--- src/rtl/stack_guard_pkg.sv ---
package stack_guard_pkg;
  localparam int DW  = 16;
  localparam int PCW = 23;
  localparam int SRW = 8;

  typedef enum logic {FR_IDLE, FR_HI} frame_st_e;
endpackage

--- src/rtl/stack_guard_ea.sv ---
module stack_guard_ea
  import stack_guard_pkg::*;
#(
  parameter logic [DW-1:0] FLOOR = 16'h0800
) (
  input  logic [DW-1:0] sp_i,
  input  logic [DW-1:0] lim_i,
  input  logic          is_push_i,
  input  logic          is_pop_i,
  output logic [DW-1:0] ea_o,
  output logic          ovf_o,
  output logic          unf_o
);
  localparam logic [DW-1:0] WORD = DW'(2);

  // pop pre-decrements, push uses the pointer as is
  assign ea_o  = is_pop_i ? sp_i - WORD : sp_i;
  // equality with the limit is still allowed
  assign ovf_o = is_push_i && (ea_o > lim_i);
  assign unf_o = (is_push_i || is_pop_i) && (ea_o < FLOOR);
endmodule

--- src/rtl/stack_guard_frame.sv ---
module stack_guard_frame
  import stack_guard_pkg::*;
(
  input  logic           clk_i,
  input  logic           rst_ni,
  input  logic           start_i,
  input  logic           exc_i,
  input  logic           fault_i,
  input  logic [PCW-1:0] pc_i,
  input  logic [SRW-1:0] sr_i,
  output logic           hi_o,
  output logic [DW-1:0]  hi_word_o
);
  localparam int HIW = PCW - 16;
  localparam int PAD = DW - SRW - HIW;

  frame_st_e      st_q;
  logic [DW-1:0]  hi_q;
  logic [SRW-1:0] hi_byte;

  assign hi_byte = exc_i ? sr_i : '0;

  always_ff @(posedge clk_i or negedge rst_ni) begin
    if (!rst_ni) begin
      st_q <= FR_IDLE;
      hi_q <= '0;
    end else begin
      case (st_q)
        FR_IDLE: if (start_i && !fault_i) begin
          st_q <= FR_HI;
          hi_q <= {hi_byte, {PAD{1'b0}}, pc_i[PCW-1:16]};
        end
        default: st_q <= FR_IDLE;
      endcase
    end
  end

  assign hi_o      = (st_q == FR_HI);
  assign hi_word_o = hi_q;
endmodule

--- src/rtl/stack_guard.sv ---
module stack_guard
  import stack_guard_pkg::*;
#(
  parameter logic [DW-1:0] FLOOR  = 16'h0800,
  parameter logic [DW-1:0] SP_RST = 16'h0800,
  parameter logic [DW-1:0] LIM_RST = 16'hFFFE
) (
  input  logic           clk_i,
  input  logic           rst_ni,
  input  logic           push_i,
  input  logic           pop_i,
  input  logic [DW-1:0]  push_data_i,
  input  logic           call_i,
  input  logic           exc_i,
  input  logic [PCW-1:0] pc_i,
  input  logic [SRW-1:0] sr_low_i,
  input  logic           lim_we_i,
  input  logic [DW-1:0]  lim_data_i,
  input  logic           trap_clr_i,
  output logic [DW-1:0]  ram_addr_o,
  output logic           ram_we_o,
  output logic           ram_re_o,
  output logic [DW-1:0]  ram_wdata_o,
  output logic [DW-1:0]  sp_o,
  output logic           busy_o,
  output logic           trap_o,
  output logic           ovf_o,
  output logic           unf_o,
  output logic           illegal_o
);
  localparam logic [DW-1:0] WORD  = DW'(2);
  localparam logic [DW-1:0] ALIGN = ~DW'(1);

  logic [DW-1:0] sp_q, lim_q, ea, hi_word;
  logic frame_hi, req_ok, illegal_req, frame_start, is_push, is_pop;
  logic ovf, unf, fault;
  logic trap_q, ovf_q, unf_q, illegal_q;

  assign req_ok      = !frame_hi;
  assign illegal_req = req_ok && push_i && pop_i;
  assign frame_start = req_ok && !push_i && !pop_i && (call_i || exc_i);
  assign is_push     = frame_hi || frame_start || (req_ok && push_i && !pop_i);
  assign is_pop      = req_ok && pop_i && !push_i;

  stack_guard_ea #(.FLOOR(FLOOR)) u_ea (
    .sp_i     (sp_q),
    .lim_i    (lim_q),
    .is_push_i(is_push),
    .is_pop_i (is_pop),
    .ea_o     (ea),
    .ovf_o    (ovf),
    .unf_o    (unf)
  );

  assign fault = ovf || unf;

  stack_guard_frame u_frame (
    .clk_i    (clk_i),
    .rst_ni   (rst_ni),
    .start_i  (frame_start),
    .exc_i    (exc_i),
    .fault_i  (fault),
    .pc_i     (pc_i),
    .sr_i     (sr_low_i),
    .hi_o     (frame_hi),
    .hi_word_o(hi_word)
  );

  always_comb begin
    if (frame_hi)         ram_wdata_o = hi_word;
    else if (frame_start) ram_wdata_o = pc_i[15:0];
    else                  ram_wdata_o = push_data_i;
  end

  assign ram_addr_o = ea;
  assign ram_we_o   = is_push && !fault;
  assign ram_re_o   = is_pop && !fault;

  always_ff @(posedge clk_i or negedge rst_ni) begin
    if (!rst_ni) begin
      sp_q      <= SP_RST & ALIGN;
      lim_q     <= LIM_RST & ALIGN;
      trap_q    <= 1'b0;
      ovf_q     <= 1'b0;
      unf_q     <= 1'b0;
      illegal_q <= 1'b0;
    end else begin
      if (ram_we_o)      sp_q <= sp_q + WORD;
      else if (ram_re_o) sp_q <= sp_q - WORD;
      if (lim_we_i) lim_q <= lim_data_i & ALIGN;
      // a new fault wins over a clear in the same cycle
      if (fault)           trap_q <= 1'b1;
      else if (trap_clr_i) trap_q <= 1'b0;
      if (ovf)             ovf_q <= 1'b1;
      else if (trap_clr_i) ovf_q <= 1'b0;
      if (unf)             unf_q <= 1'b1;
      else if (trap_clr_i) unf_q <= 1'b0;
      illegal_q <= illegal_req;
    end
  end

  assign sp_o      = sp_q;
  assign busy_o    = frame_hi;
  assign trap_o    = trap_q;
  assign ovf_o     = ovf_q;
  assign unf_o     = unf_q;
  assign illegal_o = illegal_q;
endmodule

--- config.mk ---
export PLATFORM = sky130hd
export DESIGN_NAME = stack_guard
export DESIGN_NICKNAME = d
export VERILOG_FILES = /design/src/rtl/stack_guard_pkg.sv /design/src/rtl/stack_guard_ea.sv /design/src/rtl/stack_guard_frame.sv /design/src/rtl/stack_guard.sv
export SDC_FILE = /design/constraint.sdc
export NUM_CORES = 1
export LEC_CHECK = 0
export BUFFER_PORTS_ARGS = -buffer_cell sky130_fd_sc_hd__buf_4
export CORE_ASPECT_RATIO = 2
export CORE_MARGIN = 10
export CORE_UTILIZATION = 56
export CTS_BUF_LIST = sky130_fd_sc_hd__clkbuf_16
export DETAILED_ROUTE_END_ITERATION = 10
export PLACE_DENSITY = 0.87
export SYNTH_ARGS = -nofsm -noshare
export SYNTH_HDL_FRONTEND = slang
export SYNTH_HIERARCHICAL = 1
export SYNTH_SLANG_ARGS = --single-unit
--- constraint.sdc ---
create_clock -name clk_i -period 9.9 [get_ports clk_i]
set_clock_uncertainty 0.1 [all_clocks]
set_input_delay 0.495 -clock clk_i [delete_from_list [all_inputs] [get_ports clk_i]]
set_output_delay 0.495 -clock clk_i [all_outputs]
set_load 0.1 [all_outputs]
Word-level counts from Yosys, hierarchy flattened
Index checks and enable logic that the tools add are counted.
- register bits after elaboration: 51
- output and inout bits: 55
- word-level logic and storage cells: 52
- input port bits: 71
- reduce and logical (&&, ||, !) cells: 27
- $lt $le $gt $ge: 2
- bitwise logic cells: 1
- $add $sub $neg: 2
- muxes and demuxes: 12
- operators with widths (cell ; number):
    16-bit 2-to-1 mux ; 5
    16-bit by 2-bit adder with 16-bit output, second input constant ; 1
    16-bit > comparator ; 1
    16-bit by 12-bit < comparator with 1-bit output, second input constant ; 1
    16-bit by 2-bit subtractor with 16-bit output, second input constant ; 1
    1-bit logical AND ; 13
    8-bit 2-to-1 mux ; 1
    2-bit nonzero test ; 4
    1-bit 2-to-1 mux ; 6
    1-bit logical OR ; 5
    1-bit zero test ; 4
    2-bit AND reduction ; 1
    1-bit inverter ; 1

Depth between registers and ports, before layout
- depth after elaboration: 13
- mapped depth: 23
- depth with buffers taken out: 21

Cells and area by module
Netlist, hierarchy kept.
- modules (own cells, without submodules) (module ; area an instance (um^2) ; times used ; seq. area each (um^2) ; cells each):
    stack_guard ; 2333.5 ; 1 ; 870.8 ; 248
    stack_guard_ea ; 789.5 ; 1 ; 0.0 ; 104
    stack_guard_frame ; 676.9 ; 1 ; 400.4 ; 52

Least setup slack after synthesis
Ideal clock, no wire load.
- kind: register to register
- start point: reg u_frame.st_q, in the netlist u_frame/hi_o
- end point: reg sp_q[15], in the netlist sp_o[15]
- buffers on the path: 2
- library setup time: 0.160 ns
- period minus slack after synthesis: 7.608 ns
- cell stages (with the launch flop): 24
- data required time: 9.640 ns
- slack: 2.292 ns
- data arrival time: 7.347 ns
- path through: dfrtp_1 -> buf_2 -> nor2_1 -> and2_1 -> buf_6 -> nor4b_4 -> and3b_1 -> nand2_1 -> xnor2_1 -> ha_1 -> nand4_1 -> nor2_1 -> a221o_1 -> o31a_1 -> nor2_1 -> nand2_1 -> inv_1 -> fa_1 -> nor2b_1 -> o2111ai_2 -> a21oi_2 -> o32ai_2 -> mux2i_1 -> xnor2_1
- elaborated cells between the ends (all ways): 22
- those cells by class: order compare (2); mux (2); reduce/logical (18)
- RTL lines (what ; line ; RTL):
    from (decl) ; stack_guard_frame.sv:17 ; frame_st_e st_q;
    from (signal assigned) ; stack_guard_frame.sv:25 ; st_q <= FR_IDLE;
    from (signal assigned) ; stack_guard_frame.sv:30 ; st_q <= FR_HI;
    from (signal assigned) ; stack_guard_frame.sv:33 ; default: st_q <= FR_IDLE;
    1-bit zero test (*) ; stack_guard.sv:39 ; assign req_ok = !frame_hi;
    1-bit logical AND (*) (2 in a row) ; stack_guard.sv:43 ; assign is_pop = req_ok && pop_i && !push_i;
    named net is_pop ; stack_guard.sv:35 ; logic frame_hi, req_ok, illegal_req, frame_start, is_push, is_pop;
    16-bit 2-to-1 mux (*) ; stack_guard_ea.sv:17 ; assign ea_o = is_pop_i ? sp_i - WORD : sp_i;
    named net ram_addr_o[11] ; stack_guard.sv:20 ; output logic [DW-1:0] ram_addr_o,
    16-bit > comparator (*) ; stack_guard_ea.sv:19 ; assign ovf_o = is_push_i && (ea_o > lim_i);
    1-bit logical AND (*) ; stack_guard_ea.sv:19 ;
    named net ovf ; stack_guard.sv:36 ; logic ovf, unf, fault;
    1-bit logical OR (*) ; stack_guard.sv:55 ; assign fault = ovf || unf;
    1-bit zero test (*) ; stack_guard.sv:76 ; assign ram_we_o = is_push && !fault;
    1-bit logical AND (*) ; stack_guard.sv:76 ;
    named net ram_we_o ; stack_guard.sv:21 ; output logic ram_we_o,
    16-bit 2-to-1 mux / 2-bit nonzero test (equally long branches) ; n/a ;
    to (signal assigned) ; stack_guard.sv:81 ; sp_q <= SP_RST & ALIGN;
    to (signal assigned) ; stack_guard.sv:88 ; if (ram_we_o) sp_q <= sp_q + WORD;
    to (signal assigned) ; stack_guard.sv:89 ; else if (ram_re_o) sp_q <= sp_q - WORD;
    to (decl) ; stack_guard.sv:34 ; logic [DW-1:0] sp_q, lim_q, ea, hi_word;
The timed path passes the listed nets; every way through them passes the cells marked *.
A chain may end at the register's enable or synchronous reset.

Final worst setup path
- start point: reg u_frame.st_q, in the netlist u_frame/hi_o
- end point: reg sp_q[15], in the netlist sp_o[15]
- elaborated cells between the ends (all ways): 22
- those cells by class: order compare (2); mux (2); reduce/logical (18)
- RTL lines (what ; line):
    1-bit zero test (*) ; stack_guard.sv:39
    1-bit logical AND (*) (2 in a row) ; stack_guard.sv:43
    named net is_pop ; stack_guard.sv:35
    16-bit 2-to-1 mux (*) ; stack_guard_ea.sv:17
    16-bit > comparator (*) ; stack_guard_ea.sv:19
    1-bit logical AND (*) ; stack_guard_ea.sv:19
    named net ovf ; stack_guard.sv:36
    1-bit logical OR (*) ; stack_guard.sv:55
    1-bit zero test (*) ; stack_guard.sv:76, stack_guard.sv:77
    1-bit logical AND (on tied branches) ; stack_guard.sv:76, stack_guard.sv:77
    16-bit 2-to-1 mux / 2-bit nonzero test (equally long branches) ; n/a
Marks and branches as above.

==> results.sh <==
export IMPL_status="finished clean"
export IMPL_ys_ff_latch=50
export IMPL_cap_viol_max_count=0
export IMPL_top_layer_used="met4"
export IMPL_num_rows=42
export IMPL_yosysWarnings=6
export IMPL_clkSlewWorstSetupHoldPaths_ns=0.07
export IMPL_setup_tns_ns=0
export IMPL_grt_max_degree=51
export IMPL_timing_final_crit_share_pct=59.40
export IMPL_synth_top_area_cell="dfrtp_1"
export IMPL_firstDrtPassIters=4
export IMPL_setup_viol_count_final=0
export IMPL_antenna_cells=0
export IMPL_ys_seq_area_share_pct=33.45
export IMPL_synth_edff_count=0
export IMPL_post_route_min_period_ns=5.881
export IMPL_cts_setup_buffers=0
export IMPL_cts_made_buffers=5
export IMPL_startpoint_type="flop"
export IMPL_routed_wirelength_mm=11.02
export IMPL_grt_pass1_wl_mm=17.71
export IMPL_hp_class="in -> async"
export IMPL_antenna_found_initial=0
export IMPL_start_util_pct=57.39
export IMPL_m1WireLength_mm=3.739
export IMPL_met2_length_mm=5.884
export IMPL_routabilityCongestion=0.8532
export IMPL_mostFrequentLayoutCells="124 x buf_4, 49 x nand2_1, 35 x o21ai_0, 34 x inv_1, 34 x dfrtp_1"
export IMPL_cts_buffer_depth=2
export IMPL_synthFlopType="dfrtp_1"
export IMPL_io_pins=126
export IMPL_syn_instance_count=404
export IMPL_drtIter0Drc=142
export IMPL_die_y_um=136.5
export IMPL_die_area_um2=10680
export IMPL_drc_errors=0
export IMPL_arrival_ns=6.02
export IMPL_slew_headroom_pct=29.85
export IMPL_synthToLayoutAreaGrowth_pct=28.65
export IMPL_finalNetCount=622
export IMPL_rsz0062_at_grt="no"
export IMPL_syn_area_per_cell_um2=9.406
export IMPL_grt_usage_pct=20.49
export IMPL_async_flop_share_pct=100.0
export IMPL_avgViaCountPerCell=5.680
export IMPL_grt_overflow=0
export IMPL_cts_resized=0
export IMPL_timing_worst_setup_path_type="reg -> reg"
export IMPL_tightest_slew_ns=1.052
export IMPL_insertion_delay_ns=0.31
export IMPL_synth_cell_types=61
export IMPL_maxSlewViolCount=0
export IMPL_final_hold_violation_count=0
export IMPL_final_common_cell="buf_4"
export IMPL_cts_sinks=50
export IMPL_cts_tree="done"
export IMPL_routedWlPerCell_um=18.10
export IMPL_max_freq_ghz=0.1701
export IMPL_cp_max_fo=39
export IMPL_worstPathRequired_ns=10.04
export IMPL_portBuffers=122
export IMPL_endpoint_kind="flop"
export IMPL_netlist_area_um2=3800
export IMPL_htree_levels=2
export IMPL_holdBufCountCts=0
export IMPL_drive_above_1_share_pct=35.89
export IMPL_core_area_um2=6621
export IMPL_wl_met3_um=941
export IMPL_ant_nets=0
export IMPL_vias=3459
export IMPL_synthTopCellsByArea="dfrtp_1 22%, dfstp_2 11%, ha_1 9.9%, mux2i_1 6.6%, mux2_2 6.2%"
export IMPL_grt_pass1_vias=3715
export IMPL_setup_ws_ns=4.019
export IMPL_hpwl_mm=8.891
export IMPL_cts_root_buffer="clkbuf_16"
export IMPL_dp_slack_ns=4.064
export IMPL_synth_top_cell_area_share_pct=22.39
export IMPL_die_w_um=78.25
==> worst max-delay path, stage by stage, from the launching register on <==
cell and delay [ns]:
dfrtp_1 0.37, buf_4 0.24, nor2_1 0.16, and2_1 0.31, nor4b_4 0.42, nand3b_4 0.18, nor4_4 0.29, xor2_1 0.15
ha_1 0.32, nand4_1 0.14, or3_1 0.41, a21oi_1 0.14, o31a_1 0.19, nor2_1 0.09, nand2_1 0.46, inv_1 0.23
fa_1 0.52, nor2b_1 0.23, o2111ai_2 0.15, a21oi_2 0.25, o32ai_2 0.14, mux2i_1 0.20, xnor2_1 0.13
==> stage by stage <==
step                util (%)  hold slack [ns]  cells  area (µm²)
floorplan                  -          0.09941    407        3811
global placement       71.56           0.3657    601        4738
detailed placement     71.56           0.3703    601        4738
CTS                    73.83           0.1304    609        4888
global route           73.83           0.1590    609        4888
finish                 73.83           0.1007    609        4888
==> final timing paths <==
check	start	end	slack, ns	depth (start not counted)
worst max-delay path	u_frame/hi_o	sp_o[15]	4.02	22
worst min-delay path	rst_ni	u_frame/hi_word_o[14]	0.10	1
worst max register to register	u_frame/hi_o	sp_o[15]	4.02	22
worst min register to register	unf_o	unf_o	0.38	1
max in group asynchronous	rst_ni	sp_o[14]	9.15	1
min in group clk_i	pc_i[17]	u_frame/hi_word_o[1]	0.32	2
==> sequential cells by signal (all words and copies together) (netlist names) <==
signal and count:
illegal_o 1, lim_q 15, ovf_o 1, sp_o 15, trap_o 1, u_frame/hi_o 1, u_frame/hi_word_o 15, unf_o 1
==> cell families after synthesis <==
logic type	share of synthesized area, %
buf+inv	6.453
xor+xnor	5.532
flops	33.45
simple gates	15.90
fa+ha+maj	10.41
compound gates	14.85
mux	13.20
other cells	0.1976
==> cell usage after synthesis (2+ instances only) <==
| cell | count |
|---|---|
| nand2_1 | 49 |
| o21ai_0 | 36 |
| dfrtp_1 | 34 |
| inv_1 | 34 |
| ha_1 | 30 |
| mux2i_1 | 25 |
| mux2_2 | 21 |
| a21oi_1 | 19 |
| dfstp_2 | 16 |
| nor2_1 | 15 |
| xor2_1 | 13 |
| xnor2_1 | 11 |
| nor3_1 | 7 |
| a21o_1 | 6 |
| buf_4 | 6 |
| clkbuf_1 | 6 |
| nand4_1 | 6 |
| nand3_1 | 5 |
| buf_2 | 3 |
| o211ai_1 | 3 |
| o21a_1 | 3 |
| a2111o_1 | 2 |
| a211oi_1 | 2 |
| a21oi_2 | 2 |
| and2_1 | 2 |
| and3_1 | 2 |
| and3b_1 | 2 |
| conb_1 | 2 |
| nand2_2 | 2 |
| nor2b_1 | 2 |
| nor3b_1 | 2 |
| nor4_1 | 2 |
| nor4_2 | 2 |
| o21ai_2 | 2 |
| o21bai_1 | 2 |
| o31ai_1 | 2 |
| or3_1 | 2 |
==> cell type report <==
cell class,instances,area [µm²]
clock inverters,3,25.02
inverters,34,127.6
fillers,515,1733
clock buffers,5,125.1
multi-input cells,305,2298
well taps,88,110.1
repair buffers,124,930.9
flip-flops and latches,50,1271
==> metal layers <==
layer | GRT usage [%] | vias to the layer above
met2 | 37.04 | 143
met4 | 10.82 | 0
met1 | 19.35 | 1637
met5 | 0 | -
met3 | 7.753 | 35
li1 | - | 1644
Power is left out: the tool's default activity adds up to more than one toggle a clock period on the data nets, which glitch-free logic cannot reach.
